<file path="config.mk">
export PLATFORM = sky130hd
export DESIGN_NAME = dram_ptm
export DESIGN_NICKNAME = d
export VERILOG_FILES = /design/src/rtl/dram_ptm_pkg.sv /design/src/rtl/dram_ptm_strobe.sv /design/src/rtl/dram_ptm_mode.sv /design/src/rtl/dram_ptm_array.sv /design/src/rtl/dram_ptm.sv
export SDC_FILE = /design/constraint.sdc
export NUM_CORES = 2
export LEC_CHECK = 0
export BUFFER_PORTS_ARGS = -buffer_cell sky130_fd_sc_hd__buf_4
export CORE_ASPECT_RATIO = 0.5
export CORE_MARGIN = 3
export CORE_UTILIZATION = 25
export CTS_BUF_LIST = sky130_fd_sc_hd__clkbuf_16
export DETAILED_ROUTE_END_ITERATION = 10
export PLACE_DENSITY = 0.5
export SLEW_MARGIN = 20
export SYNTH_ARGS = -nofsm -noshare
export SYNTH_HDL_FRONTEND = slang
export SYNTH_HIERARCHICAL = 1
export SYNTH_SLANG_ARGS = --single-unit
</file>
<file path="constraint.sdc">
create_clock -name clk -period 3.3 [get_ports clk]
set_input_delay 0.165 -clock clk [delete_from_list [all_inputs] [get_ports clk]]
set_output_delay 0.165 -clock clk [all_outputs]
set_load 0.01 [all_outputs]
</file>
<file path="src/rtl/dram_ptm_pkg.sv">
package dram_ptm_pkg;

  // two low column bits form the group inside which test mode compresses
  localparam int GRP_BITS = 2;
  localparam int GRP      = 1 << GRP_BITS;

  typedef enum logic [1:0] {
    CYC_NONE = 2'd0,
    CYC_ROW  = 2'd1,
    CYC_CBR  = 2'd2,
    CYC_WCBR = 2'd3
  } cyc_e;

  // kind of cycle chosen by the strobe levels seen with the row strobe fall
  function automatic cyc_e classify(input logic cas_n, input logic we_n);
    if (cas_n)     return CYC_ROW;
    else if (!we_n) return CYC_WCBR;
    else           return CYC_CBR;
  endfunction

  // compare flag: every bit of the group carries the same value
  function automatic logic all_same(input logic [GRP-1:0] v);
    return (&v) | ~(|v);
  endfunction

endpackage

</file>
<file path="src/rtl/dram_ptm_strobe.sv">
module dram_ptm_strobe
  import dram_ptm_pkg::*;
#(
  parameter int ROW_W = 4,
  parameter int COL_W = 4,
  localparam int AW = (ROW_W > COL_W) ? ROW_W : COL_W
) (
  input  logic             clk,
  input  logic             rst_n,
  input  logic             ras_n,
  input  logic             cas_n,
  input  logic             we_n,
  input  logic [AW-1:0]    addr,
  output logic             wcbr_ev,
  output logic             cbr_ev,
  output logic             ronly_end,
  output logic             access_ev,
  output logic [ROW_W-1:0] row_q,
  output logic [COL_W-1:0] col_q
);

  logic ras_q, cas_q, hit_q;
  cyc_e cyc_q, kind_now;
  logic ras_fall, ras_rise, cas_fall;

  assign ras_fall = ras_q & ~ras_n;
  assign ras_rise = ~ras_q & ras_n;
  assign cas_fall = cas_q & ~cas_n;
  assign kind_now = classify(cas_n, we_n);

  assign wcbr_ev   = ras_fall && (kind_now == CYC_WCBR);
  assign cbr_ev    = ras_fall && (kind_now == CYC_CBR);
  assign ronly_end = ras_rise && (cyc_q == CYC_ROW) && !hit_q;
  assign access_ev = cas_fall && !ras_n && !ras_fall && (cyc_q == CYC_ROW);

  always_ff @(posedge clk or negedge rst_n) begin
    if (!rst_n) begin
      ras_q <= 1'b1;
      cas_q <= 1'b1;
      hit_q <= 1'b0;
      cyc_q <= CYC_NONE;
      row_q <= '0;
      col_q <= '0;
    end else begin
      ras_q <= ras_n;
      cas_q <= cas_n;
      if (ras_fall) begin
        cyc_q <= kind_now;
        row_q <= addr[ROW_W-1:0];
        hit_q <= 1'b0;
      end else if (ras_rise) begin
        cyc_q <= CYC_NONE;
      end
      if (access_ev) begin
        hit_q <= 1'b1;
        col_q <= addr[COL_W-1:0];
      end
    end
  end

endmodule

</file>
<file path="src/rtl/dram_ptm_mode.sv">
module dram_ptm_mode (
  input  logic clk,
  input  logic rst_n,
  input  logic wcbr_ev,
  input  logic cbr_ev,
  input  logic ronly_end,
  output logic test_mode
);

  always_ff @(posedge clk or negedge rst_n) begin
    if (!rst_n)                   test_mode <= 1'b0;
    else if (wcbr_ev)             test_mode <= 1'b1;
    else if (cbr_ev || ronly_end) test_mode <= 1'b0;
  end

endmodule

</file>
<file path="src/rtl/dram_ptm_array.sv">
module dram_ptm_array
  import dram_ptm_pkg::*;
#(
  parameter int DW    = 4,
  parameter int ROW_W = 4,
  parameter int COL_W = 4,
  localparam int IW    = ROW_W + COL_W,
  localparam int DEPTH = 1 << IW,
  localparam int HW    = COL_W - GRP_BITS
) (
  input  logic             clk,
  input  logic             rst_n,
  input  logic             wr_en,
  input  logic             test_mode,
  input  logic [ROW_W-1:0] wr_row,
  input  logic [COL_W-1:0] wr_col,
  input  logic [DW-1:0]    wr_data,
  input  logic [ROW_W-1:0] rd_row,
  input  logic [COL_W-1:0] rd_col,
  output logic [DW-1:0]    rd_data
);

  function automatic logic [IW-1:0] idx(input logic [ROW_W-1:0] r,
                                         input logic [HW-1:0] h,
                                         input logic [GRP_BITS-1:0] k);
    return {r, h, k};
  endfunction

  for (genvar d = 0; d < DW; d++) begin : g_plane
    logic [DEPTH-1:0] plane;
    logic [GRP-1:0]   grp_bits;

    always_ff @(posedge clk or negedge rst_n) begin
      if (!rst_n) begin
        plane <= '0;
      end else if (wr_en) begin
        for (int k = 0; k < GRP; k++) begin
          if (test_mode || (wr_col[GRP_BITS-1:0] == GRP_BITS'(k)))
            plane[idx(wr_row, wr_col[COL_W-1:GRP_BITS], GRP_BITS'(k))] <= wr_data[d];
        end
      end
    end

    always_comb begin
      for (int k = 0; k < GRP; k++)
        grp_bits[k] = plane[idx(rd_row, rd_col[COL_W-1:GRP_BITS], GRP_BITS'(k))];
    end

    assign rd_data[d] = test_mode ? all_same(grp_bits)
                                  : grp_bits[rd_col[GRP_BITS-1:0]];
  end

endmodule

</file>
<file path="src/rtl/dram_ptm.sv">
module dram_ptm
  import dram_ptm_pkg::*;
#(
  parameter int DW    = 4,
  parameter int ROW_W = 4,
  parameter int COL_W = 4,
  localparam int AW = (ROW_W > COL_W) ? ROW_W : COL_W
) (
  input  logic          clk,
  input  logic          rst_n,
  input  logic          ras_n,
  input  logic          cas_n,
  input  logic          we_n,
  input  logic          oe_n,
  input  logic [AW-1:0] addr,
  input  logic [DW-1:0] dq_in,
  output logic [DW-1:0] dq_out,
  output logic          dq_oe
);

  // named internal events, also observed by the bound checker
  logic             wcbr_ev, cbr_ev, ronly_end, access_ev;
  logic             test_mode, rd_act;
  logic [ROW_W-1:0] row_q;
  logic [COL_W-1:0] col_q;
  logic [DW-1:0]    rd_data;

  dram_ptm_strobe #(.ROW_W(ROW_W), .COL_W(COL_W)) u_strobe (
    .clk(clk), .rst_n(rst_n), .ras_n(ras_n), .cas_n(cas_n), .we_n(we_n),
    .addr(addr), .wcbr_ev(wcbr_ev), .cbr_ev(cbr_ev), .ronly_end(ronly_end),
    .access_ev(access_ev), .row_q(row_q), .col_q(col_q)
  );

  dram_ptm_mode u_mode (
    .clk(clk), .rst_n(rst_n), .wcbr_ev(wcbr_ev), .cbr_ev(cbr_ev),
    .ronly_end(ronly_end), .test_mode(test_mode)
  );

  dram_ptm_array #(.DW(DW), .ROW_W(ROW_W), .COL_W(COL_W)) u_array (
    .clk(clk), .rst_n(rst_n), .wr_en(access_ev && !we_n),
    .test_mode(test_mode), .wr_row(row_q), .wr_col(addr[COL_W-1:0]),
    .wr_data(dq_in), .rd_row(row_q), .rd_col(col_q), .rd_data(rd_data)
  );

  always_ff @(posedge clk or negedge rst_n) begin
    if (!rst_n)              rd_act <= 1'b0;
    else if (access_ev)      rd_act <= we_n;
    else if (cas_n || ras_n) rd_act <= 1'b0;
  end

  assign dq_oe  = rd_act && !oe_n && !cas_n;
  assign dq_out = dq_oe ? rd_data : '0;

endmodule

</file>
-- After elaboration in Yosys (flattened, before gate mapping)
Cells that the tools add are included.
- register bits: 1039
- output and inout bits: 5
- input bits: 14
- bitwise operators: 14
- equal/unequal tests: 6
- reduce and logical (&&, ||, !) cells: 39
- $lt $le $gt $ge: 13
- multiplexer cells: 107
- operator list (operator ; count):
    256-bit 2-to-1 mux ; 28
    256-bit bitwise mux ; 16
    1-bit binary-select mux with 6-bit select ; 16
    8-bit by 9-bit < comparator with 1-bit output, second input constant ; 8
    1-bit 2-to-1 mux ; 35
    8-bit by 1-bit >= comparator with 1-bit output, second input constant ; 4
    1-bit demux with 6-bit select ; 4
    4-bit AND reduction ; 4
    4-bit OR reduction ; 4
    1-bit logical AND ; 14
    1-bit binary-select mux with 2-bit select ; 4
    2-bit equality test, second input constant ; 4
    2-bit nonzero test ; 4
    1-bit inverter ; 7
    1-bit zero test ; 6
    1-bit logical OR ; 6
    2-bit 2-to-1 mux ; 3
    2-bit by 1-bit equality test with 1-bit output, second input constant ; 2
    4-bit 2-to-1 mux ; 1
    1-bit bitwise OR ; 4
    1-bit AND ; 3
    2-bit by 3-bit < comparator with 1-bit output, second input constant ; 1
    2-bit zero test ; 1

-- Depth between registers and ports, before layout
- word-level depth: 15
- depth in mapped cells: 15
- mapped depth without buffers: 9

-- Cells and area by module
The synthesis kept the hierarchy.
- by module, submodules not included (module ; cells an instance ; times used ; sequential area each (um2) ; area an instance (um2)):
    dram_ptm_array ; 3194 ; 1 ; 25624.6 ; 47708.3
    dram_ptm_strobe ; 41 ; 1 ; 327.8 ; 584.3
    dram_ptm ; 10 ; 1 ; 25.0 ; 98.8
    dram_ptm_mode ; 3 ; 1 ; 25.0 ; 36.3

-- Least setup slack after synthesis
No wires, ideal clock.
- path kind: reg2out
- start point: reg u_strobe.col_q[2]
- end point: out dq_out[3]
- arrival time: 2.631 ns
- data required time: 3.135 ns
- buffers on the path: 4
- cell stages (with the launch flop): 11
- slack: 0.504 ns
- cells stage by stage: dfrtp_1 buf_6 buf_12 buf_6 buf_6 mux4_4 mux4_2 a221oi_2 a31oi_1 o211ai_1 and2_1
- cells in the longest elaborated chain, start to end: 7
- RTL lines (what ; line ; text):
    start, declared ; dram_ptm_strobe.sv:19 ; output logic [COL_W-1:0] col_q
    start signal, assigned ; dram_ptm_strobe.sv:56 ; col_q <= addr[COL_W-1:0];
    1-bit binary-select mux with 6-bit select ; dram_ptm_array.sv:46 ; grp_bits[k] = plane[idx(rd_row, rd_col[COL_W-1:GRP_BITS], GRP_BITS'(k))];
    1-bit 2-to-1 mux (implied by the code) ; dram_ptm_array.sv:46 ;
    4-bit OR reduction ; dram_ptm_pkg.sv:23 ; return (&v) | ~(|v);
    1-bit inverter ; dram_ptm_pkg.sv:23 ;
    1-bit bitwise OR ; dram_ptm_pkg.sv:23 ;
    1-bit 2-to-1 mux * ; dram_ptm_array.sv:49 ; assign rd_data[d] = test_mode ? all_same(grp_bits)
    via rd_data[3] ; dram_ptm.sv:26 ; logic [DW-1:0] rd_data;
    4-bit 2-to-1 mux * ; dram_ptm.sv:52 ; assign dq_out = dq_oe ? rd_data : '0;
    end, declared ; dram_ptm.sv:17 ; output logic [DW-1:0] dq_out,
Mark *: on every way through the listed nets, which the timed path passes. The rest lies on a longest branch. The select of a mux whose other input is x is not followed.

-- Worst setup path after layout
- start point: reg u_strobe.col_q[3]
- end point: out dq_out[3]
Same word-level chain as after synthesis.

==> summary.md <==
| Metric | Value |
|---|---|
| Seq cells post-synth | 1,039 |
| Clock tree from TritonCTS | yes |
| Critical path data arrival time | 4.01 ns |
| Total overflow reported by the global router | 0 |
| Main area contributors after synthesis | sky130_fd_sc_hd__dfrtp_1, sky130_fd_sc_hd__mux2_2, sky130_fd_sc_hd__mux4_2 |
| Startpoint-to-endpoint class of the critical path | reg2out |
| Effective utilization at floorplan | 25.3% |
| Beginning of the worst register-to-register path | u_strobe/ras_q$_DFF_PN1_ |
| Critical Path Slowest Stage Cell | sky130_fd_sc_hd__dfrtp_4 |
| Number of endpoints failing setup at the final stage | 4 |
| Achievable clock frequency | 239 MHz |
| Initial DRT Pass Iterations | 8 |
| Final period utilization | 127% |
| Startpoint types | register |
| Post-synthesis cell count | 3,248 |
| Endpoint required time on the critical path | 3.13 ns |
| Maximum number of buffers from clock root to sink | 3 |
| Setup repair after global routing missed its margin | true |
| Crit path from | u_strobe/col_q[3]$_DFFE_PN0P_ |
| Average cell area after synthesis | 14.9 sq um |
| Dominant cell type by area after synthesis | sky130_fd_sc_hd__dfrtp_1 |
| Wire length of the first global-routing pass | 217,000 microns |
| Pin count of the biggest net entering global routing | 126 |
| Standard cell core area | 0.191 sq mm |
| Die width | 628 microns |
| Buffer cell driving the clock tree root | sky130_fd_sc_hd__clkbuf_16 |
| Post-synth top cells | sky130_fd_sc_hd__dfrtp_1, sky130_fd_sc_hd__mux2_2, sky130_fd_sc_hd__nand2_1, sky130_fd_sc_hd__mux4_2, sky130_fd_sc_hd__clkbuf_1 |
| Leading register cell type out of synthesis | sky130_fd_sc_hd__dfrtp_1 |
| Clock transition time at the flip-flop clock pins of the worst setup and hold paths | 0.06 ns |
| Placed cell areas | 0.0540 sq mm |
| Vias in the first global route | 31,500 |
| Number of cells on the worst reg-to-reg path | 10 |
| Post-route total power | 30.9 mW |
| Maximum single-stage delay on the critical path | 0.58 ns |
| Antenna viol nets, final | 0 |
| Final #Nets | 3,562 |
| Fraction of the core area covered by cells at the end of the flow | 30.8% |
| Total number of vias | 29,700 |
| Post-DR wirelength/cell | 23.1 microns |
| Storage cell area | 0.0260 sq mm |
| Number of nets produced by synthesis | 3,264 |
| Worst setup path endpoint | dq_out[3] |
| Headroom to the max-slew limit | 36.1% |
| Worst skew pair latency | 0.73 ns |
| Maximum ir drop on the vdd rail | 421 uV |
| Post-synthesis cell type count | 64 |
| Global-route total usage across every layer | 14.3% |
| Reg-to-reg slack, setup | 0.28 ns |
| Fraction of final layout cells with drive strength greater than 1 | 53.4% |
| Violations in the final reports | setup timing |
| Synthesis-to-finish area growth | 21.5% |
| Filler instances | 19,000 |
| DRC Markers | 0 |
| Die extent in y | 317 microns |
| Sequential area share after synthesis | 53.7% |
| Endpoint of the worst register-to-register path | u_array/g_plane[0].plane[240]$_DFFE_PN0P_ |
| Summed instance area of the synthesized netlist | 0.0484 sq mm |
| Final setup margin | -0.876 ns |
| Half-perimeter wire length of the detailed placement result | 98,400 microns |
| Max Transition Viols Final | 0 |
| Max Cap Violations | 0 |
| Sort of element at the end of the critical path | output pin |
| Hold/Removal Path Class | in2async |
| LEAKAGE | 27.7 nW |
| Number of port buffers | 18 |
| Power density of the placed cells | 525 mW/mm^2 |
| Area of combinational cells with multiple inputs | 0.0216 sq mm |
| Via density per instance | 4.77 |
| # H-tree levels | 3 |
| First-iteration detailed-routing DRC count | 2,062 |
| Die area | 0.199 sq mm |
| Least-Margin Pin Slew | 0.959 ns |
| Post-synth ARST share | 100% |
| Detailed Route WL | 144,000 microns |
| Post-route minimum period | 4.18 ns |
| Cell with the most instances after synthesis | sky130_fd_sc_hd__dfrtp_1 |
| Outcome | finished with violations |
| Antenna violations before repair | 6 |
| Hold violation total from the final report | 0 |
| Cell type with the highest occurrence count on the critical path | sky130_fd_sc_hd__buf_4 |
| Last weighted congestion value of the routability-driven placer | 0.843 |
| Number of warnings reported in the yosys synthesis log | 6 |
| Rows | 113 |
| Final standard cell area without fillers | 0.0588 sq mm |
| Crit-path cells | buf_4 -> buf_12 -> buf_4 -> mux4_2 -> mux2i_1 -> buf_4 -> a31oi_2 -> a22o_1 -> nand3_2 -> o22a_1 -> o211ai_1 -> and2_1 -> buf_6 |
| Number of buffers added by the clock tree synthesis step | 111 |
| Worst Clk Skew | 0.0306 ns |
| Count of flip-flops with a built-in enable after synthesis | 0 |
| Yosys top cell area share | 53.6% |
| Top-Level Pins | 19 |
| Clock Sink Count | 1,039 |
| Worst Path Max Fanout | 14 |
==> layer usage <==
| metal | up-vias | routed length (microns) | track usage [%] |
|---|---|---|---|
| met4 | 0 | 3680 | 3.91 |
| met2 | 668 | 64600 | 22.2 |
| met3 | 209 | 6020 | 1.86 |
| met1 | 16200 | 69300 | 21.0 |
| met5 | - | 0 | 0 |
| li1 | 12700 | - | - |
==> power breakdown <==
part,internal (mW),total (mW),switching (mW)
combinational,2.23,5.11,2.88
clock,7.52,12.8,5.33
sequential,12.8,12.9,0.104
total,22.6,30.9,8.31
==> final cells by class <==
cell class	instances	area share, %
Inverter	12	0.0766
Timing Repair Buffer	427	7.18
Antenna cell	2	0.00851
Clock inverter	95	1.53
Sequential cell	1039	44.2
Tap cell	2587	5.50
Clock buffer	113	4.81
Multi-Input combinational cell	1955	36.7
==> stage by stage <==
stage | cells | hold slack (ns) | TNS (ns) | worst slack (ns)
after floorplan | 3248 | -0.131 | 0 | 0.504
after global placement | 5966 | 0.192 | -1.80 | -0.865
after detailed placement | 5966 | 0.196 | -1.50 | -0.719
after CTS | 6207 | 0.00201 | -3.64 | -0.920
after global routing | 6228 | 0.0265 | -3.69 | -0.936
final | 6230 | 0.0255 | -3.36 | -0.876
==> kinds of logic (layout without fill, tap and decap cells) <==
group                      after synthesis  after routing  share of synthesized area, %
and+or+nand+nor                        480            480                          4.31
other                                    0              2                             0
AOI/OAI and AO/OA                      148            148                          2.20
buffers and inverters                  254            647                          2.67
adders and majority gates                2              2                        0.0517
muxes                                 1325           1325                          37.1
DFF                                   1039           1039                          53.7
==> layout by cell type (no fill, tap or decap), types with 6 or more instances in the layout <==
| cell type | count |
|---|---|
| sky130_fd_sc_hd__a22oi_2 | 14 |
| sky130_fd_sc_hd__clkinv_1 | 28 |
| sky130_fd_sc_hd__clkbuf_16 | 115 |
| sky130_fd_sc_hd__buf_6 | 24 |
| sky130_fd_sc_hd__dlygate4sd3_1 | 9 |
| sky130_fd_sc_hd__a21oi_1 | 14 |
| sky130_fd_sc_hd__nand3_2 | 14 |
| sky130_fd_sc_hd__nand4_1 | 8 |
| sky130_fd_sc_hd__o21ai_0 | 9 |
| sky130_fd_sc_hd__bufinv_16 | 17 |
| sky130_fd_sc_hd__mux2_2 | 1032 |
| sky130_fd_sc_hd__a31oi_1 | 7 |
| sky130_fd_sc_hd__nand3_1 | 19 |
| sky130_fd_sc_hd__mux4_1 | 25 |
| sky130_fd_sc_hd__o21ai_1 | 6 |
| sky130_fd_sc_hd__nor2b_1 | 6 |
| sky130_fd_sc_hd__dfrtp_1 | 1033 |
| sky130_fd_sc_hd__mux4_2 | 234 |
| sky130_fd_sc_hd__a22oi_1 | 48 |
| sky130_fd_sc_hd__nand3b_1 | 7 |
| sky130_fd_sc_hd__clkinvlp_4 | 6 |
| sky130_fd_sc_hd__buf_12 | 58 |
| sky130_fd_sc_hd__clkinv_2 | 24 |
| sky130_fd_sc_hd__buf_4 | 321 |
| sky130_fd_sc_hd__inv_1 | 28 |
| sky130_fd_sc_hd__nor2_1 | 92 |
| sky130_fd_sc_hd__nand2_1 | 282 |
| sky130_fd_sc_hd__mux2i_1 | 24 |
==> registers in the layout, summed over array words and instances (netlist names) <==
signal and flops:
rd_act 1, u_array/g_plane.plane 1024, u_mode/test_mode 1, u_strobe/cas_q 1, u_strobe/col_q 4, u_strobe/cyc_q 2, u_strobe/hit_q 1, u_strobe/ras_q 1
u_strobe/row_q 4
==> worst min path at each step <==
| stage | from | to | slack, ns | cells past startpoint |
|---|---|---|---|---|
| floorplan | rst_n | rd_act$_DFFE_PN0P_ | -0.13 | 0 |
| detailed placement | rst_n | u_array/g_plane[2].plane[131]$_DFFE_PN0P_ | 0.20 | 1 |
| global route | rst_n | u_array/g_plane[2].plane[135]$_DFFE_PN0P_ | 0.03 | 2 |
| finish | rst_n | u_array/g_plane[2].plane[135]$_DFFE_PN0P_ | 0.03 | 2 |
| CTS | rst_n | u_array/g_plane[2].plane[146]$_DFFE_PN0P_ | 0.002 | 2 |
| global placement | rst_n | u_array/g_plane[2].plane[131]$_DFFE_PN0P_ | 0.19 | 1 |
==> critical path, delay by kind of cell (launching register included) <==
kind | cells | cell delay (ns)
and+or+nand+nor | 2 | 0.31
muxes | 2 | 0.36
buffers and inverters | 5 | 0.78
DFF | 1 | 0.58
AOI/OAI and AO/OA | 4 | 1.25
==> what timing repair did <==
| action | in CTS | in global routing |
|---|---|---|
| cloned | 1 | 2 |
| endpoints found under the setup margin | 4 | 4 |
| buffers inserted | 25 | 21 |
| pin swaps | 17 | 29 |
| resized for setup | 72 | 70 |
| hold buffers | 9 | 0 |
| hold endpoints to repair | 358 | 0 |
Power figures use the tool's default switching activity.
